[config.mk]
export PLATFORM = sky130hd
export DESIGN_NAME = bnd_walk
export DESIGN_NICKNAME = d
export VERILOG_FILES = /design/src/rtl/bnd_walk_pkg.sv /design/src/rtl/bnd_cfg_sel.sv /design/src/rtl/bnd_addr_gen.sv /design/src/rtl/bnd_result.sv /design/src/rtl/bnd_walk.sv
export SDC_FILE = /design/constraint.sdc
export NUM_CORES = 1
export LEC_CHECK = 0
export BUFFER_PORTS_ARGS = -buffer_cell sky130_fd_sc_hd__buf_2
export CELL_PAD_IN_SITES_DETAIL_PLACEMENT = 2
export CELL_PAD_IN_SITES_GLOBAL_PLACEMENT = 2
export CORE_MARGIN = 2
export CORE_UTILIZATION = 36
export DETAILED_ROUTE_END_ITERATION = 7
export GPL_TIMING_DRIVEN = 0
export PLACE_DENSITY = 0.9
export SKIP_LAST_GASP = 1
export SLEW_MARGIN = 20
export SYNTH_ARGS = -nofsm -noshare
export SYNTH_HDL_FRONTEND = slang
export SYNTH_HIERARCHICAL = 1
export SYNTH_SLANG_ARGS = --single-unit
[constraint.sdc]
create_clock -name clk -period 3.7 [get_ports clk]
set_input_delay 0.185 -clock clk [delete_from_list [all_inputs] [get_ports clk]]
set_output_delay 0.185 -clock clk [all_outputs]
set_load 0.02 [all_outputs]
[src/rtl/bnd_walk_pkg.sv]
package bnd_walk_pkg;

   typedef enum logic [2:0] {
      ST_IDLE,
      ST_DIR_REQ,
      ST_DIR_WAIT,
      ST_ENT_REQ,
      ST_ENT_WAIT
   } walk_st_t;

   // wide-mode field positions
   localparam int W_DIR_LSB  = 20;
   localparam int W_DIR_W    = 28;
   localparam int W_DIR_SH   = 3;
   localparam int W_ENT_LSB  = 3;
   localparam int W_ENT_W    = 17;
   localparam int W_ENT_SH   = 5;
   localparam int W_CFG_LSB  = 20;
   localparam int W_CFG_SH   = 12;
   localparam int W_ALIGN    = 3;

   // narrow-mode field positions
   localparam int N_XLEN     = 32;
   localparam int N_DIR_LSB  = 12;
   localparam int N_DIR_W    = 20;
   localparam int N_DIR_SH   = 2;
   localparam int N_ENT_LSB  = 2;
   localparam int N_ENT_W    = 10;
   localparam int N_ENT_SH   = 4;
   localparam int N_CFG_LSB  = 12;
   localparam int N_ALIGN    = 2;

   localparam int ENTRY_WORDS = 3;
   localparam int IDX_W       = 2;

endpackage

[src/rtl/bnd_cfg_sel.sv]
module bnd_cfg_sel #(
   parameter int XLEN      = 64,
   parameter int PRIV_W    = 2,
   parameter int USER_PRIV = 3
) (
   input  logic [PRIV_W-1:0] priv,
   input  logic [XLEN-1:0]   cfg_user,
   input  logic [XLEN-1:0]   cfg_super,
   output logic [XLEN-1:0]   cfg_sel
);
   localparam logic [PRIV_W-1:0] USER_CODE = PRIV_W'(USER_PRIV);

   generate
      if (USER_PRIV >= (1 << PRIV_W)) begin : g_bad_priv
         $error("bnd_cfg_sel: USER_PRIV does not fit in PRIV_W bits");
      end
   endgenerate

   always_comb begin
      cfg_sel = (priv == USER_CODE) ? cfg_user : cfg_super;
   end
endmodule

[src/rtl/bnd_addr_gen.sv]
module bnd_addr_gen
   import bnd_walk_pkg::*;
#(
   parameter int XLEN           = 64,
   parameter bit SUPPORT_NARROW = 1'b1
) (
   input  logic             wide,
   input  logic [XLEN-1:0]  base,
   input  logic [XLEN-1:0]  cfg,
   input  logic [XLEN-1:0]  dir_word,
   input  logic [IDX_W-1:0] word_idx,
   output logic [XLEN-1:0]  dir_addr,
   output logic [XLEN-1:0]  ent_addr
);
   localparam int W_CFG_W = XLEN - W_CFG_LSB;

   logic [XLEN-1:0] dir_w, ent_base_w, ent_w;
   logic [XLEN-1:0] dir_n, ent_n;

   // wide path
   always_comb begin
      dir_w = (XLEN'(base[W_DIR_LSB +: W_DIR_W]) << W_DIR_SH)
            + (XLEN'(cfg[W_CFG_LSB +: W_CFG_W]) << W_CFG_SH);
      ent_base_w = (XLEN'(base[W_ENT_LSB +: W_ENT_W]) << W_ENT_SH)
                 + {dir_word[XLEN-1:W_ALIGN], {W_ALIGN{1'b0}}};
      ent_w = ent_base_w + (XLEN'(word_idx) << W_ALIGN);
   end

   // narrow path, or a copy of the wide path when narrow mode is left out
   generate
      if (SUPPORT_NARROW) begin : g_narrow
         logic [N_XLEN-1:0] dir32, ent_base32, ent32;
         always_comb begin
            dir32 = (N_XLEN'(base[N_DIR_LSB +: N_DIR_W]) << N_DIR_SH)
                  + {cfg[N_XLEN-1:N_CFG_LSB], {N_CFG_LSB{1'b0}}};
            ent_base32 = (N_XLEN'(base[N_ENT_LSB +: N_ENT_W]) << N_ENT_SH)
                       + {dir_word[N_XLEN-1:N_ALIGN], {N_ALIGN{1'b0}}};
            ent32 = ent_base32 + (N_XLEN'(word_idx) << N_ALIGN);
            dir_n = XLEN'(dir32);
            ent_n = XLEN'(ent32);
         end
      end else begin : g_wide_only
         always_comb begin
            dir_n = dir_w;
            ent_n = ent_w;
         end
      end
   endgenerate

   always_comb begin
      dir_addr = wide ? dir_w : dir_n;
      ent_addr = wide ? ent_w : ent_n;
   end
endmodule

[src/rtl/bnd_result.sv]
module bnd_result #(
   parameter int XLEN = 64
) (
   input  logic            wide,
   input  logic [XLEN-1:0] raw_lb,
   input  logic [XLEN-1:0] raw_ub,
   input  logic [XLEN-1:0] ptr_stored,
   input  logic [XLEN-1:0] ptr_req,
   output logic            ptr_match,
   output logic [XLEN-1:0] out_lb,
   output logic [XLEN-1:0] out_ub
);
   localparam int HALF = 32;

   logic [XLEN-1:0] mask;

   always_comb begin
      mask      = wide ? {XLEN{1'b1}} : {{(XLEN-HALF){1'b0}}, {HALF{1'b1}}};
      ptr_match = ((ptr_stored ^ ptr_req) & mask) == '0;
      out_lb    = ptr_match ? (raw_lb & mask) : '0;
      out_ub    = ptr_match ? (raw_ub & mask) : '0;
   end
endmodule

[src/rtl/bnd_walk.sv]
module bnd_walk
   import bnd_walk_pkg::*;
#(
   parameter int XLEN           = 64,
   parameter int PRIV_W         = 2,
   parameter int USER_PRIV      = 3,
   parameter bit SUPPORT_NARROW = 1'b1
) (
   input  logic              clk,
   input  logic              rst_n,
   input  logic              req_valid,
   input  logic              req_store,
   input  logic              req_mode64,
   input  logic [PRIV_W-1:0] req_priv,
   input  logic [XLEN-1:0]   cfg_user,
   input  logic [XLEN-1:0]   cfg_super,
   input  logic [XLEN-1:0]   req_base,
   input  logic [XLEN-1:0]   req_ptr,
   input  logic [XLEN-1:0]   req_lb,
   input  logic [XLEN-1:0]   req_ub,
   output logic              busy,
   output logic              done,
   output logic              fault,
   output logic [XLEN-1:0]   res_lb,
   output logic [XLEN-1:0]   res_ub,
   output logic [XLEN-1:0]   status,
   output logic              mem_req_valid,
   input  logic              mem_req_ready,
   output logic              mem_req_we,
   output logic              mem_req_wide,
   output logic [XLEN-1:0]   mem_req_addr,
   output logic [XLEN-1:0]   mem_req_wdata,
   input  logic              mem_rsp_valid,
   input  logic [XLEN-1:0]   mem_rsp_data
);
   localparam int HALF = 32;
   localparam logic [IDX_W-1:0] LAST_IDX = IDX_W'(ENTRY_WORDS - 1);
   localparam logic [XLEN-1:0]  FAULT_TAG = XLEN'(2);

   generate
      if (XLEN != 64) begin : g_bad_xlen
         $error("bnd_walk: table field layout requires XLEN of 64");
      end
   endgenerate

   walk_st_t         st;
   logic             op_store, op_wide;
   logic [XLEN-1:0]  base_q, ptr_q, lb_in_q, ub_in_q, cfg_q, dir_q;
   logic [XLEN-1:0]  raw_lb_q, raw_ub_q, res_lb_q, res_ub_q, status_q;
   logic [IDX_W-1:0] idx_q;
   logic             done_q, fault_q;

   logic [XLEN-1:0]  cfg_now, dir_addr, ent_addr, data_mask, rsp_m, wdata;
   logic [XLEN-1:0]  fin_lb, fin_ub;
   logic             ptr_match;
   logic             wide_now;

   bnd_cfg_sel #(.XLEN(XLEN), .PRIV_W(PRIV_W), .USER_PRIV(USER_PRIV)) u_cfg (
      .priv      (req_priv),
      .cfg_user  (cfg_user),
      .cfg_super (cfg_super),
      .cfg_sel   (cfg_now)
   );

   bnd_addr_gen #(.XLEN(XLEN), .SUPPORT_NARROW(SUPPORT_NARROW)) u_addr (
      .wide     (op_wide),
      .base     (base_q),
      .cfg      (cfg_q),
      .dir_word (dir_q),
      .word_idx (idx_q),
      .dir_addr (dir_addr),
      .ent_addr (ent_addr)
   );

   bnd_result #(.XLEN(XLEN)) u_res (
      .wide       (op_wide),
      .raw_lb     (raw_lb_q),
      .raw_ub     (raw_ub_q),
      .ptr_stored (mem_rsp_data),
      .ptr_req    (ptr_q),
      .ptr_match  (ptr_match),
      .out_lb     (fin_lb),
      .out_ub     (fin_ub)
   );

   always_comb begin
      wide_now  = SUPPORT_NARROW ? req_mode64 : 1'b1;
      data_mask = op_wide ? {XLEN{1'b1}} : {{(XLEN-HALF){1'b0}}, {HALF{1'b1}}};
      rsp_m     = mem_rsp_data & data_mask;
      case (idx_q)
         2'd0:    wdata = lb_in_q;
         2'd1:    wdata = ub_in_q;
         default: wdata = ptr_q;
      endcase
   end

   assign busy          = (st != ST_IDLE);
   assign done          = done_q;
   assign fault         = fault_q;
   assign res_lb        = res_lb_q;
   assign res_ub        = res_ub_q;
   assign status        = status_q;
   assign mem_req_valid = (st == ST_DIR_REQ) || (st == ST_ENT_REQ);
   assign mem_req_we    = (st == ST_ENT_REQ) && op_store;
   assign mem_req_wide  = op_wide;
   assign mem_req_addr  = (st == ST_DIR_REQ) ? dir_addr : ent_addr;
   assign mem_req_wdata = wdata & data_mask;

   always_ff @(posedge clk or negedge rst_n) begin
      if (!rst_n) begin
         st       <= ST_IDLE;
         op_store <= 1'b0;
         op_wide  <= 1'b1;
         base_q   <= '0;
         ptr_q    <= '0;
         lb_in_q  <= '0;
         ub_in_q  <= '0;
         cfg_q    <= '0;
         dir_q    <= '0;
         raw_lb_q <= '0;
         raw_ub_q <= '0;
         res_lb_q <= '0;
         res_ub_q <= '0;
         status_q <= '0;
         idx_q    <= '0;
         done_q   <= 1'b0;
         fault_q  <= 1'b0;
      end else begin
         done_q  <= 1'b0;
         fault_q <= 1'b0;
         case (st)
            ST_IDLE: begin
               if (req_valid) begin
                  op_store <= req_store;
                  op_wide  <= wide_now;
                  base_q   <= req_base;
                  ptr_q    <= req_ptr;
                  lb_in_q  <= req_lb;
                  ub_in_q  <= req_ub;
                  cfg_q    <= cfg_now;
                  idx_q    <= '0;
                  st       <= ST_DIR_REQ;
               end
            end
            ST_DIR_REQ: begin
               if (mem_req_ready) st <= ST_DIR_WAIT;
            end
            ST_DIR_WAIT: begin
               if (mem_rsp_valid) begin
                  if (!rsp_m[0]) begin
                     status_q <= dir_addr | FAULT_TAG;
                     fault_q  <= 1'b1;
                     done_q   <= 1'b1;
                     st       <= ST_IDLE;
                  end else begin
                     dir_q <= rsp_m;
                     idx_q <= '0;
                     st    <= ST_ENT_REQ;
                  end
               end
            end
            ST_ENT_REQ: begin
               if (mem_req_ready) st <= ST_ENT_WAIT;
            end
            ST_ENT_WAIT: begin
               if (mem_rsp_valid) begin
                  if (idx_q == 2'd0) raw_lb_q <= rsp_m;
                  if (idx_q == 2'd1) raw_ub_q <= rsp_m;
                  if (idx_q == LAST_IDX) begin
                     if (!op_store) begin
                        res_lb_q <= fin_lb;
                        res_ub_q <= fin_ub;
                     end
                     done_q <= 1'b1;
                     st     <= ST_IDLE;
                  end else begin
                     idx_q <= idx_q + 1'b1;
                     st    <= ST_ENT_REQ;
                  end
               end
            end
            default: st <= ST_IDLE;
         endcase
      end
   end

   // a fault always ends the walk and tags the status word
   a_r4_fault_status: assert property (@(posedge clk) disable iff (!rst_n)
      fault |-> (done && status[1]));

   // the done pulse arrives with the engine back at idle
   a_r11_done_idle: assert property (@(posedge clk) disable iff (!rst_n)
      done |-> !busy);

   // a walk only starts from a request
   a_r11_start_req: assert property (@(posedge clk) disable iff (!rst_n)
      $rose(busy) |-> $past(req_valid));

   // a stalled request holds still
   a_r10_hold: assert property (@(posedge clk) disable iff (!rst_n)
      (mem_req_valid && !mem_req_ready) |=>
         (mem_req_valid && $stable(mem_req_addr) && $stable(mem_req_wdata)
          && $stable(mem_req_we)));

   // narrow accesses stay within 32-bit addresses
   a_r6_narrow_addr: assert property (@(posedge clk) disable iff (!rst_n)
      (mem_req_valid && !mem_req_wide) |-> (mem_req_addr[XLEN-1:HALF] == '0));

   // status moves only together with a fault
   a_r13_status_hold: assert property (@(posedge clk) disable iff (!rst_n)
      !fault |-> $stable(status));

endmodule

==> summary.md <==
| Metric | Value |
|---|---|
| Syn Area/Cell | `11.71 µm²` |
| Cells after DPL | `5,030` |
| CTS tree | `done` |
| DRT iter0 DRCs | `3,236` |
| DP Area | `40,650 µm²` |
| Routed Antenna Nets | `0` |
| DRC Markers | `0` |
| Vias in the first global route | `39,890` |
| Dpl hpwl | `123,700 µm` |
| NumNets Final | `4,865` |
| Worst path slowest cell | `dfrtp_2` |
| Fin crit share | `115.9%` |
| Worst Tran Pin Value | `1.366 ns` |
| Initial Utilization | `36.32%` |
| Core ar. | `96,710 µm²` |
| Arrival @ worst endpoint | `4.10 ns` |
| Critical path class | `reg -> out` |
| Post-synthesis cell count | `3,000` |
| Layout cells sized above 1 | `47.86%` |
| Flop pwr share | `27.0%` |
| Gpl congestion | `0.9095` |
| First-pass GRT wire length | `307,200 µm` |
| Fillcell total | `9,319` |
| Hold Fails Final Rpt | `0` |
| Worst skew pair latency | `0.71 ns` |
| H-tree depth | `3` |
| Die Ht | `316.4 µm` |
| Grt ovf | `0` |
| WL/cell | `42.45 µm` |
| Syn. warnings | `6` |
| CTS clk-pin slew, worst paths | `0.08 ns` |
| Row cnt | `114` |
| VDD IR max | `0.4910 mV` |
| Commonest non-fill, non-tap cell in the layout | `buf_2` |
| Failing checks | `negative setup slack` |
| Die area | `100,100 µm²` |
| Slew headroom | `8.002%` |
| Largest net degree at the start of global routing | `99` |
| Req. time, crit path | `3.51 ns` |
| Switching Fraction | `50.13%` |
| Via count | `36,650` |
| Most used cell along the critical path | `buf_6` |
| Critical-path maximum fanout | `4` |
| Pwr/cell area | `1038 nW/µm²` |
| Post-layout min period | `4.287 ns` |
| Chip width | `316.4 µm` |
| Clk_skew | `0.04986 ns` |
| Post-Layout Cell Count | `5,735` |
| Clk root buf | `clkbuf_16` |
| Crit end category | `output port` |
| Longest Clk Path Bufs | `3` |
| Non-Filler Cell Area, Final | `50,610 µm²` |
| Initial antenna violation count | `61` |
| Outcome | `finished, violations left` |
| CTS sink cnt | `681` |
| P_leak | `23.68 nW` |
| Max Cap Viol | `0` |
| IO buf count | `737` |
| # IOs | `783` |
| Commonest cells after routing, fill and taps aside | `751 x buf_2, 662 x dfrtp_1, 657 x mux2_2` |
| Clock group share of total power | `17.4%` |
| Synthesis-to-finish area growth | `44.10%` |
| Net Switching | `26.33 mW` |
| Hold WC Path Type | `in -> reg` |
| Final Max Slew Viols | `0` |
| Clock buffer count from CTS | `81` |
| Final WS setup | `-0.5867 ns` |
| Final Setup Violations | `83` |
| Internal power | `26.20 mW` |
| Post-Route WL | `243,500 µm` |
| Cell Chain, Critical Path | `ha_4, fa_2, a21o_1, a221o_1, a221oi_4, buf_6, buf_12, o22ai_4, nand4_1, xor2_1, nor2_1, mux2_4, buf_6` |
| Achievable clock frequency | `0.2333 GHz` |
| Max stage delay on crit path | `0.46 ns` |
| Startpoint types | `register` |
| Pre-antenna DRT Iters | `8` |
| Comb pwr share | `55.6%` |
| Post-synthesis cell area | `35,120 µm²` |
| RSZ-0062 raised after global routing | `yes` |
| Vias/cell | `6.391` |
| Pwr Total | `52.53 mW` |
| Total Routing Usage GR | `43.14%` |
power by group through the flow:
stage / Clock (mW) / Sequential [mW] / Combinational, mW
after floorplan: 0 / 12.1 / 12.5
after global placement: 0 / 12.5 / 19.0
after detailed placement: 0 / 12.8 / 20.1
after CTS: 8.71 / 13.0 / 23.4
after global routing: 9.33 / 14.2 / 29.5
final: 9.16 / 14.2 / 29.2
critical path, delay by kind of cell (launching register included):
kind,cells,cell delay (ns)
buf+inv,3,0.42
simple gates,2,0.32
compound gates,4,1.09
mux,1,0.33
xor+xnor,1,0.20
flops,1,0.46
fa+ha+maj,2,0.56
state kept, by name, indices dropped and copies added (netlist names):
register	cells
ub_in_q	64
st	3
base_q	46
dir_q	62
res_lb	64
raw_ub_q	64
op_store	1
mem_req_wide	1
res_ub	64
idx_q	2
cfg_q	52
status	64
done	1
raw_lb_q	64
fault	1
lb_in_q	64
ptr_q	64
path summary, 6_finish.rpt:
| check | from | to | slack (ns) | cells past startpoint |
|---|---|---|---|---|
| min reg2reg | status[1] | status[1] | 0.48 | 1 |
| min in group asynchronous | rst_n | base_q[29] | 0.07 | 2 |
| max reg2reg | idx_q[0] | raw_ub_q[55] | -0.36 | 9 |
| max | idx_q[0] | mem_req_addr[51] | -0.59 | 13 |
| max in group asynchronous | rst_n | res_ub[38] | 1.70 | 5 |
| min | mem_rsp_data[39] | dir_q[39] | 0.03 | 3 |
layout make-up:
class	count	area (µm²)	area share [%]
Clock inverter	30	429.2	0.8479
Multi-Input combinational cell	2106	18660	36.86
Tap cell	1276	1597	3.154
Antenna cell	48	120.1	0.2373
Inverter	20	75.07	0.1483
Buffer	196	1106	2.185
Timing Repair Buffer	1264	9233	18.24
Sequential cell	681	17070	33.72
Clock buffer	114	2332	4.608
stage by stage:
step | hold WS, ns | setup WS, ns | util, % | setup TNS [ns]
final | 0.02793 | -0.5867 | 52.34 | -26.10
after floorplan | -0.1106 | 0.7540 | - | 0
after detailed placement | 0.2005 | -0.3586 | 42.04 | -3.396
after global routing | 0.04169 | -0.9655 | 52.27 | -27.26
after global placement | 0.4159 | -12.35 | 41.82 | -8344.74
after CTS | 0.0006793 | -0.3158 | 50.94 | -9.706
layer usage:
layer | up-vias | track usage, % | share of wire (%)
li1 | 13530 | - | -
met1 | 18390 | 43.53 | 32
met2 | 3087 | 72.32 | 46
met3 | 1607 | 12.98 | 9.8
met4 | 42 | 38.15 | 12
met5 | - | 0.6155 | 0.14
repair_timing:
action / in CTS / in global routing
setup endpoints to repair: 105 / 99
cloned: 2 / 0
setup buffers: 67 / 55
pin swaps: 73 / 76
hold buffers: 399 / 0
endpoints found under the hold margin: 538 / 0
gates resized for setup: 296 / 233
Power figures use the tool's default switching activity.
